==> src/rtl/smc_pkg.sv <==
package smc_pkg;
  typedef enum logic [2:0] {
    ST_IDLE  = 3'd0,
    ST_PROBE = 3'd1,
    ST_WB    = 3'd2,
    ST_INV   = 3'd3,
    ST_DONE  = 3'd4
  } smc_st_e;

  typedef enum logic [1:0] {
    KD_IMISS = 2'd0,
    KD_DRD   = 2'd1,
    KD_DWR   = 2'd2
  } smc_kind_e;

  typedef enum logic [1:0] {
    ACT_FILL     = 2'd0,
    ACT_REPLAY   = 2'd1,
    ACT_UNCACHED = 2'd2,
    ACT_WRITE    = 2'd3
  } smc_act_e;
endpackage

==> src/rtl/smc_req_sel.sv <==
module smc_req_sel
  import smc_pkg::*;
#(
  parameter int AW = 32
) (
  input  logic          busy,
  input  logic          ic_vld,
  input  logic          ic_hit,
  input  logic [AW-1:0] ic_addr,
  input  logic          dc_vld,
  input  logic          dc_hit,
  input  logic          dc_wr,
  input  logic [AW-1:0] dc_addr,
  output logic          start,
  output smc_kind_e     kind,
  output logic [AW-1:0] addr
);
  logic ic_miss, dc_miss;

  assign ic_miss = ic_vld & ~ic_hit;
  assign dc_miss = dc_vld & ~dc_hit;

  // instruction misses win a tie; nothing is taken while a sequence runs
  always_comb begin
    start = 1'b0;
    kind  = KD_IMISS;
    addr  = ic_addr;
    if (!busy) begin
      if (ic_miss) begin
        start = 1'b1;
      end else if (dc_miss) begin
        start = 1'b1;
        kind  = dc_wr ? KD_DWR : KD_DRD;
        addr  = dc_addr;
      end
    end
  end
endmodule

==> src/rtl/smc_hit_eval.sv <==
module smc_hit_eval
  import smc_pkg::*;
#(
  parameter int NDS = 3,
  parameter int NIS = 3,
  parameter int MW  = 3
) (
  input  smc_kind_e        kind,
  input  logic [NDS-1:0]   d_hit,
  input  logic [NDS-1:0]   d_dirty,
  input  logic [NIS-1:0]   i_hit,
  output logic [MW-1:0]    hit_mask,
  output logic             any_hit,
  output logic             any_dirty
);
  logic [MW-1:0] d_lane, dd_lane, i_lane;

  for (genvar g = 0; g < MW; g++) begin : g_lane
    if (g < NDS) begin : g_d
      assign d_lane[g]  = d_hit[g];
      assign dd_lane[g] = d_hit[g] & d_dirty[g];
    end else begin : g_dz
      assign d_lane[g]  = 1'b0;
      assign dd_lane[g] = 1'b0;
    end
    if (g < NIS) begin : g_i
      assign i_lane[g] = i_hit[g];
    end else begin : g_iz
      assign i_lane[g] = 1'b0;
    end
  end

  assign hit_mask  = (kind == KD_IMISS) ? d_lane : i_lane;
  assign any_hit   = |hit_mask;
  assign any_dirty = (kind == KD_IMISS) & (|dd_lane);
endmodule

==> src/rtl/smc_seq_fsm.sv <==
module smc_seq_fsm
  import smc_pkg::*;
#(
  parameter int AW = 32,
  parameter int MW = 3
) (
  input  logic          clk,
  input  logic          rst_n,
  input  logic          start,
  input  smc_kind_e     kind_in,
  input  logic [AW-1:0] addr_in,
  input  logic [MW-1:0] hit_mask,
  input  logic          any_hit,
  input  logic          any_dirty,
  input  logic          wb_ack,
  output logic          busy,
  output smc_kind_e     kind_q,
  output logic [AW-1:0] addr_q,
  output logic [MW-1:0] hmask_q,
  output logic          prb_vld,
  output logic          wb_req,
  output logic          inv_vld,
  output logic          fwd_vld,
  output logic          done,
  output smc_act_e      act_q
);
  smc_st_e  st_q, st_d;
  smc_act_e act_d;
  logic     req_en, hit_en, fwd_d, fwd_q;

  assign req_en = start;
  assign hit_en = (st_q == ST_PROBE);
  assign fwd_d  = (st_q == ST_WB) & wb_ack;

  always_comb begin
    st_d  = st_q;
    act_d = act_q;
    case (st_q)
      ST_IDLE:  if (start) st_d = ST_PROBE;
      ST_PROBE: begin
        unique case (kind_q)
          KD_IMISS: begin
            act_d = any_hit ? ACT_REPLAY : ACT_FILL;
            st_d  = !any_hit ? ST_DONE : (any_dirty ? ST_WB : ST_INV);
          end
          KD_DRD: begin
            act_d = any_hit ? ACT_UNCACHED : ACT_FILL;
            st_d  = ST_DONE;
          end
          default: begin
            act_d = any_hit ? ACT_WRITE : ACT_FILL;
            st_d  = any_hit ? ST_INV : ST_DONE;
          end
        endcase
      end
      ST_WB:   if (wb_ack) st_d = ST_INV;
      ST_INV:  st_d = ST_DONE;
      ST_DONE: st_d = ST_IDLE;
      default: st_d = ST_IDLE;
    endcase
  end

  always_ff @(posedge clk or negedge rst_n) begin
    if (!rst_n) begin
      st_q  <= ST_IDLE;
      fwd_q <= 1'b0;
    end else begin
      st_q  <= st_d;
      fwd_q <= fwd_d;
    end
  end

  always_ff @(posedge clk or negedge rst_n) begin
    if (!rst_n) begin
      kind_q <= KD_IMISS;
      addr_q <= '0;
    end else if (req_en) begin
      kind_q <= kind_in;
      addr_q <= addr_in;
    end
  end

  always_ff @(posedge clk or negedge rst_n) begin
    if (!rst_n) begin
      hmask_q <= '0;
      act_q   <= ACT_FILL;
    end else if (hit_en) begin
      hmask_q <= hit_mask;
      act_q   <= act_d;
    end
  end

  assign busy    = (st_q != ST_IDLE);
  assign prb_vld = (st_q == ST_PROBE);
  assign wb_req  = (st_q == ST_WB);
  assign inv_vld = (st_q == ST_INV);
  assign fwd_vld = fwd_q;
  assign done    = (st_q == ST_DONE);
endmodule

==> src/rtl/smc_snoop_ctrl.sv <==
module smc_snoop_ctrl
  import smc_pkg::*;
#(
  parameter int AW  = 32,
  parameter int NDS = 3,
  parameter int NIS = 3
) (
  input  logic           clk,
  input  logic           rst_n,
  input  logic           ic_ev_vld,
  input  logic           ic_ev_hit,
  input  logic [AW-1:0]  ic_ev_addr,
  input  logic           dc_ev_vld,
  input  logic           dc_ev_hit,
  input  logic           dc_ev_wr,
  input  logic [AW-1:0]  dc_ev_addr,
  output logic           busy,
  output logic           prb_d_vld,
  output logic           prb_i_vld,
  output logic [AW-1:0]  prb_addr,
  input  logic [NDS-1:0] d_rsp_hit,
  input  logic [NDS-1:0] d_rsp_dirty,
  input  logic [NIS-1:0] i_rsp_hit,
  output logic           wb_req,
  input  logic           wb_ack,
  output logic           fwd_vld,
  output logic           inv_d_vld,
  output logic [NDS-1:0] inv_d_mask,
  output logic           inv_i_vld,
  output logic [NIS-1:0] inv_i_mask,
  output logic           done,
  output logic [1:0]     done_act
);
  localparam int MW = (NDS > NIS) ? NDS : NIS;

  logic          start, any_hit, any_dirty, prb_vld, inv_vld, is_imiss;
  smc_kind_e     sel_kind, kind_q;
  smc_act_e      act_q;
  logic [AW-1:0] sel_addr;
  logic [MW-1:0] hit_mask, hmask_q;

  smc_req_sel #(.AW(AW)) u_sel (
    .busy   (busy),
    .ic_vld (ic_ev_vld),
    .ic_hit (ic_ev_hit),
    .ic_addr(ic_ev_addr),
    .dc_vld (dc_ev_vld),
    .dc_hit (dc_ev_hit),
    .dc_wr  (dc_ev_wr),
    .dc_addr(dc_ev_addr),
    .start  (start),
    .kind   (sel_kind),
    .addr   (sel_addr)
  );

  smc_hit_eval #(.NDS(NDS), .NIS(NIS), .MW(MW)) u_eval (
    .kind     (kind_q),
    .d_hit    (d_rsp_hit),
    .d_dirty  (d_rsp_dirty),
    .i_hit    (i_rsp_hit),
    .hit_mask (hit_mask),
    .any_hit  (any_hit),
    .any_dirty(any_dirty)
  );

  smc_seq_fsm #(.AW(AW), .MW(MW)) u_fsm (
    .clk      (clk),
    .rst_n    (rst_n),
    .start    (start),
    .kind_in  (sel_kind),
    .addr_in  (sel_addr),
    .hit_mask (hit_mask),
    .any_hit  (any_hit),
    .any_dirty(any_dirty),
    .wb_ack   (wb_ack),
    .busy     (busy),
    .kind_q   (kind_q),
    .addr_q   (prb_addr),
    .hmask_q  (hmask_q),
    .prb_vld  (prb_vld),
    .wb_req   (wb_req),
    .inv_vld  (inv_vld),
    .fwd_vld  (fwd_vld),
    .done     (done),
    .act_q    (act_q)
  );

  assign is_imiss   = (kind_q == KD_IMISS);
  assign prb_d_vld  = prb_vld & is_imiss;
  assign prb_i_vld  = prb_vld & ~is_imiss;
  assign inv_d_vld  = inv_vld & is_imiss;
  assign inv_i_vld  = inv_vld & ~is_imiss;
  assign inv_d_mask = inv_d_vld ? hmask_q[NDS-1:0] : '0;
  assign inv_i_mask = inv_i_vld ? hmask_q[NIS-1:0] : '0;
  assign done_act   = act_q;
endmodule

==> config.mk <==
export PLATFORM = sky130hd
export DESIGN_NAME = smc_snoop_ctrl
export DESIGN_NICKNAME = d
export VERILOG_FILES = /design/src/rtl/smc_pkg.sv /design/src/rtl/smc_req_sel.sv /design/src/rtl/smc_hit_eval.sv /design/src/rtl/smc_seq_fsm.sv /design/src/rtl/smc_snoop_ctrl.sv
export SDC_FILE = /design/constraint.sdc
export NUM_CORES = 1
export LEC_CHECK = 0
export BUFFER_PORTS_ARGS = -buffer_cell sky130_fd_sc_hd__buf_2
export CORE_ASPECT_RATIO = 1.2
export CORE_MARGIN = 3
export CORE_UTILIZATION = 40
export CTS_CLUSTER_SIZE = 30
export DETAILED_ROUTE_END_ITERATION = 12
export GPL_TIMING_DRIVEN = 0
export PLACE_DENSITY = 0.84
export SETUP_SLACK_MARGIN = 0.1
export SLEW_MARGIN = 20
export SYNTH_ARGS = -nofsm -noshare
export SYNTH_HDL_FRONTEND = slang
export SYNTH_SLANG_ARGS = --single-unit
==> constraint.sdc <==
create_clock -name clk -period 2.94 [get_ports clk]
set_input_delay 0.441 -clock clk [delete_from_list [all_inputs] [get_ports clk]]
set_output_delay 0.441 -clock clk [all_outputs]
set_load 0.005 [all_outputs]
==> reports/qor.csv, run 1 <==
metric,value,unit
syn-num-nets,288,
setup_viol,0,
routed_wirelength,5390,um
drt.antenna.violating_nets,0,
yosys_warnings,0,
clk_pin_slew,80,ps
netlist_top_cells_count,"dfrtp_1, nand2_1, o21ai_1",
grt_max_degree,44,
vias,1982,
fp-row-count,28,
finalInstanceArea,2870,sq um
drtIter0Drc,78,
post_cts_resized,0,
vdd_ir_drop_max,0.000452,V
synthMuxAreaShare,0.169,
cts_buffers,5,
cts-root-buf,clkbuf_8,
rsz0062_at_grt,false,
crit_type,flip-flop to output port,
synthCells,207,
min_period,2040,ps
numClockSinks,43,
synthXorXnorAreaFrac,0,
fmax,491,MHz
critPathLaunchType,flip-flop,
period_share,0.693,
grt_use_met1,0.191,
ios,129,
fin_nets,423,
syn2layout_area_growth,38.4,%
synth-simple-area-share,0.158,
core-area,4970,sq um
syn_avg_cell_area,10.0,sq um
die-area,6090,sq um
cts_max_path_buffers,2,
antenna_found_initial,0,
drive_gt1_frac,0.429,
grt_pass1_wl,8650,um
die_h,84.9,um
synth_fa_ha_area_frac,0,
synth_top_area_share,0.519,
dpl_cell_area,2790,sq um
routedWlPerCell,13.4,um
status,finished clean,
worst_ep_required_time,2500,ps
vias_per_cell,4.92,
synth-seq-area-share,0.519,
start_util,0.417,
slew_viol_final,0,
synth_edf_count,0,
clk_latency,280,ps
synthFlopType,dfrtp_1,
cp-end-kind,output port,
max-cap-violations,0,
synthesis.area,2070,sq um
critPathArrivalTime,1600,ps
htree_levels,2,
top_usage_layer,met2,
grtUsageMet2,0.332,
p_leak,1.74,nW
gp_congestion,0.891,
first_pass_iters,4,
tritoncts,yes,
relSlewSlack,0.381,
grt_pass1_vias,1956,
track_usage,0.179,
ys_ff_latch,43,
async_reset_ff_frac,1.00,
clock_skew,3.96,ps
hold_path.class,input pin to asynchronous set/reset pin,
yosysUniqueCellTypes,26,
numPortBuffers,128,
synth.most_common_cell,dfrtp_1,
grt_overflow_total,0,
power_per_cell_area,822,nW/um^2
hpwlAfterDp,4330,um
drc,0,
cts_setup_buffers,0,
postCtsHoldBufs,0,
crit_fanout,5,
yosysTopAreaCell,dfrtp_1,
synth_top_family_by_area,multiplexers,
diodes,0,
die_w,71.7,um
tns,0,ps
hold_viol,0,
grt_use_met3,0.0450,
worst_slew_pin_slew,928,ps
synth_area_leaders,"dfrtp_1, mux2i_1, o21ai_1",
synth_compound_area_frac,0.112,
[critical path, cell delays in order (launching register included)]
cell	delay, ps
dfrtp_1	420
nand2b_1	190
or2_1	260
nor3_2	190
and2_1	160
buf_2	100
[stage by stage]
step	std cells	hold slack (ps)	power [W]	worst slack, ps	utilization
2_1_floorplan	207	145	0.00157	1360	-
3_3_place_gp	395	458	0.00200	1200	0.561
3_5_place_dp	395	470	0.00204	1180	0.561
4_1_cts	403	328	0.00240	884	0.577
5_1_grt	403	323	0.00256	781	0.577
6_report	403	288	0.00236	902	0.577
[cell usage in the layout (no fill, tap or decap)]
| cell | count |
|---|---|
| clkbuf_8 | 5 |
| buf_2 | 133 |
| buf_4 | 1 |
| nand2_1 | 42 |
| a22o_1 | 1 |
| nor3_1 | 2 |
| dfrtp_1 | 43 |
| and3_1 | 1 |
| clkinv_2 | 1 |
| or3_1 | 3 |
| or2_1 | 1 |
| inv_2 | 1 |
| nor2_1 | 5 |
| nand2b_1 | 3 |
| nor3b_1 | 1 |
| buf_6 | 3 |
| a222oi_1 | 1 |
| nor2b_1 | 2 |
| o21ai_1 | 40 |
| nor3_2 | 2 |
| a21oi_1 | 1 |
| nor2_2 | 1 |
| mux2i_1 | 35 |
| clkbuf_1 | 5 |
| o211ai_1 | 1 |
| inv_1 | 2 |
| and2_1 | 6 |
| nand3b_1 | 1 |
[logic make-up (layout without fill, tap and decap cells)]
| family | after synthesis | after routing |
|---|---|---|
| DFF | 43 | 43 |
| buffers and inverters | 15 | 151 |
| and+or+nand+nor | 70 | 70 |
| AOI/OAI and AO/OA | 44 | 44 |
| muxes | 35 | 35 |
[worst paths after layout]
check,to,start,slack (ps),cells past startpoint
max in group asynchronous,u_fsm.st_q[2],rst_n,2070,1
min in group clk,u_fsm.kind_q[0],dc_ev_wr,340,2
worst max-delay path,inv_d_mask[0],u_fsm.st_q[2],900,5
worst min register to register,u_fsm.addr_q[7],u_fsm.addr_q[7],480,2
worst min-delay path,u_fsm.addr_q[29],rst_n,290,1
worst max register to register,u_fsm.addr_q[6],u_fsm.st_q[1],1360,6
[power breakdown]
part	switching, W	total (W)	leakage, nW	internal (W)
clock	0.000185	0.000352	0.0422	0.000167
combinational	0.000520	0.000989	1.16	0.000469
sequential	0.000159	0.00102	0.538	0.000861
[registers in the layout, summed over array words and instances (netlist names)]
register	cells
u_fsm.kind_q	2
u_fsm.fwd_vld	1
u_fsm.st_q	3
u_fsm.hmask_q	3
u_fsm.addr_q	32
u_fsm.act_q	2
[per-layer routing]
| layer | wire length [um] | up-vias | part of all wire |
|---|---|---|---|
| met2 | 2820 | 80 | 0.52 |
| met3 | 405 | 11 | 0.075 |
| met4 | 108 | 0 | 0.020 |
| met1 | 2050 | 913 | 0.38 |
| li1 | - | 978 | - |
| met5 | 0 | - | 0 |
[layout make-up]
cell class,count,area [sq um]
Timing Repair Buffer,128,641
Inverter,3,11.3
Fill cell,472,2100
Clock buffer,7,76.3
Sequential cell,43,1080
Buffer,12,77.6
Clock inverter,1,5.00
Multi-Input combinational cell,149,910
Tap cell,60,75.1
No activity file was read; power rests on OpenSTA's default activity.
==> inputs of run 2 (changes only) <==
Settings changed: CORE_UTILIZATION 40 to 38, PLACE_DENSITY 0.84 to 0.83.
Clock period 2.94 ns to 1.8 ns, I/O delays scaled along.
==> run 2 against run 1 <==
Combinational power grew 77%. Clock-buffer cell count shrank 1. Register-to-register slack lost 1200 ps. Total power grew 77%. Sequential power grew 63%. Via count shrank 2.0%. Clock power grew 120%. Final area grew 3.7%. Die area grew 4.9%. Largest power group is now combinational cells.
==> reports/qor.csv, run 2 (synthesis gave the netlist of run 1 again) <==
metric,value,unit,change
rsz0062_at_grt,true,,
vias,1942,,-2.0%
placedCellCount,395,,unchanged
worst_ep_required_time,1530,ps,-970 ps
cts-root-buf,clkbuf_8,,
critPathLaunchType,flip-flop,,
critPathArrivalTime,1490,ps,-110 ps
routedWlPerCell,13.1,um,-2.0%
syn2layout_area_growth,43.5,%,
seqCellArea,1080,sq um,+0.23%
htree_levels,2,,unchanged
grt_pass1_vias,1950,,-0.31%
period_share,0.978,,
drt.antenna.violating_nets,0,,unchanged
final_common_cell,buf_2,,
holdWs,126,ps,-161 ps
drc,0,,unchanged
setup_viol,0,,unchanged
crit_fanout,7,,+2
core-area,5110,sq um,+2.8%
p_leak,1.78,nW,+2.4%
largest-register,u_fsm.addr_q,,
clock_skew,6.32,ps,+2.36 ps
status,finished clean,,
tns,0,ps,unchanged
fin_nets,428,,+1.2%
gp_congestion,0.752,,-16%
rrSetupSlack,130,ps,-1230 ps
drive_gt1_frac,0.466,,+0.0369
first_pass_iters,4,,unchanged
die_w,73.5,um,+2.4%
routed_wirelength,5350,um,-0.74%
fin_cells,408,,+1.2%
power,0.00417,W,+77%
antenna_found_initial,0,,unchanged
track_usage,0.168,,-0.0102
tritoncts,yes,,
numClockSinks,43,,unchanged
fp-row-count,28,,unchanged
fmax,568,MHz,
power_per_cell_area,1400,nW/um^2,+71%
postCtsHoldBufs,0,,unchanged
grt_overflow_total,0,,unchanged
vdd_ir_drop_max,0.000697,V,+54%
cts_buffers,5,,unchanged
die_h,86.9,um,+2.4%
relSlewSlack,0.381,,-0.000405
die-area,6390,sq um,+4.9%
cp-end-kind,output port,,
hold_path.class,input pin to asynchronous set/reset pin,,
diodes,0,,unchanged
numPortBuffers,128,,unchanged
min_period,1760,ps,
fillers,463,,-1.9%
reg.largest.list,"u_fsm.addr_q (32), u_fsm.hmask_q (3), u_fsm.st_q (3)",,
fin_util,0.582,,+0.00498
crit_type,flip-flop to output port,,
largest_register_ffs,32,,unchanged
hpwlAfterDp,4180,um,-3.5%
drtIter0Drc,42,,-46%
max-cap-violations,0,,unchanged
grt_max_degree,44,,unchanged
clk_pin_slew,80,ps,about the same
cts_max_path_buffers,2,,unchanged
vias_per_cell,4.76,,-3.2%
hold_viol,0,,unchanged
slew_viol_final,0,,unchanged
ios,129,,unchanged
start_util,0.406,,-0.0114
clk_latency,290,ps,about the same
worst_slew_pin_slew,929,ps,+0.607 ps
multi_input_area,936,sq um,+2.9%
grt_pass1_wl,8490,um,-1.8%
layout_common_cells,"buf_2, nand2_1, dfrtp_1, o21ai_1, mux2i_1",,
-- run 2: cell type report --
cell class                 instances  area share
timing repair buffer             133       0.228
multi-input combinational        149       0.314
buffer                            12      0.0273
clock buffer                       6      0.0277
sequential                        43       0.362
inverter                           3     0.00378
clock inverter                     2      0.0118
tap                               60      0.0252
-- run 2: worst max-delay path: stages, from the launching register on --
cell     delay [ps]
dfrtp_1         470
nor2_2          340
nor2_2          110
and2_1          170
buf_2           120
-- run 2: final timing paths --
kind | from | to | depth (start not counted)
max in group asynchronous | rst_n | u_fsm.st_q[0] | 1
worst max register to register | u_fsm.st_q[1] | u_fsm.addr_q[14] | 7
min in group clk | dc_ev_wr | u_fsm.kind_q[0] | 2
worst min-delay path | rst_n | u_fsm.addr_q[30] | 1
worst max-delay path | u_fsm.kind_q[1] | inv_i_mask[0] | 4
worst min register to register | u_fsm.addr_q[29] | u_fsm.addr_q[29] | 2
-- run 2: per-layer routing --
layer,share of wire,GRT usage,wire length (um)
met5,0,0,0
met4,0.0086,0.0445,46
met3,0.076,0.0393,404
met2,0.52,0.311,2790
met1,0.39,0.190,2100
-- run 2: repair_timing --
item / CTS / global route
pin swaps: 5 / 5
buffers inserted: 2 / 3
endpoints found under the setup margin: 10 / 9
gates resized for setup: 7 / 3
-- run 2: where the power goes --
| group | leakage (nW) | total (W) | internal, W | switching [W] |
|---|---|---|---|---|
| Sequential | 0.536 | 0.00166 | 0.00141 | 0.000248 |
| Combinational | 1.18 | 0.00175 | 0.000852 | 0.000899 |
| Clock | 0.0612 | 0.000766 | 0.000449 | 0.000317 |
| Total | 1.78 | 0.00417 | 0.00271 | 0.00146 |
-- run 2: through the flow --
step	setup slack (ps)	area (sq um)
2_1_floorplan	390	2070
3_3_place_gp	257	2790
3_5_place_dp	207	2790
4_1_cts	-28.9	2950
5_1_grt	-40.6	2980
6_report	40.2	2980
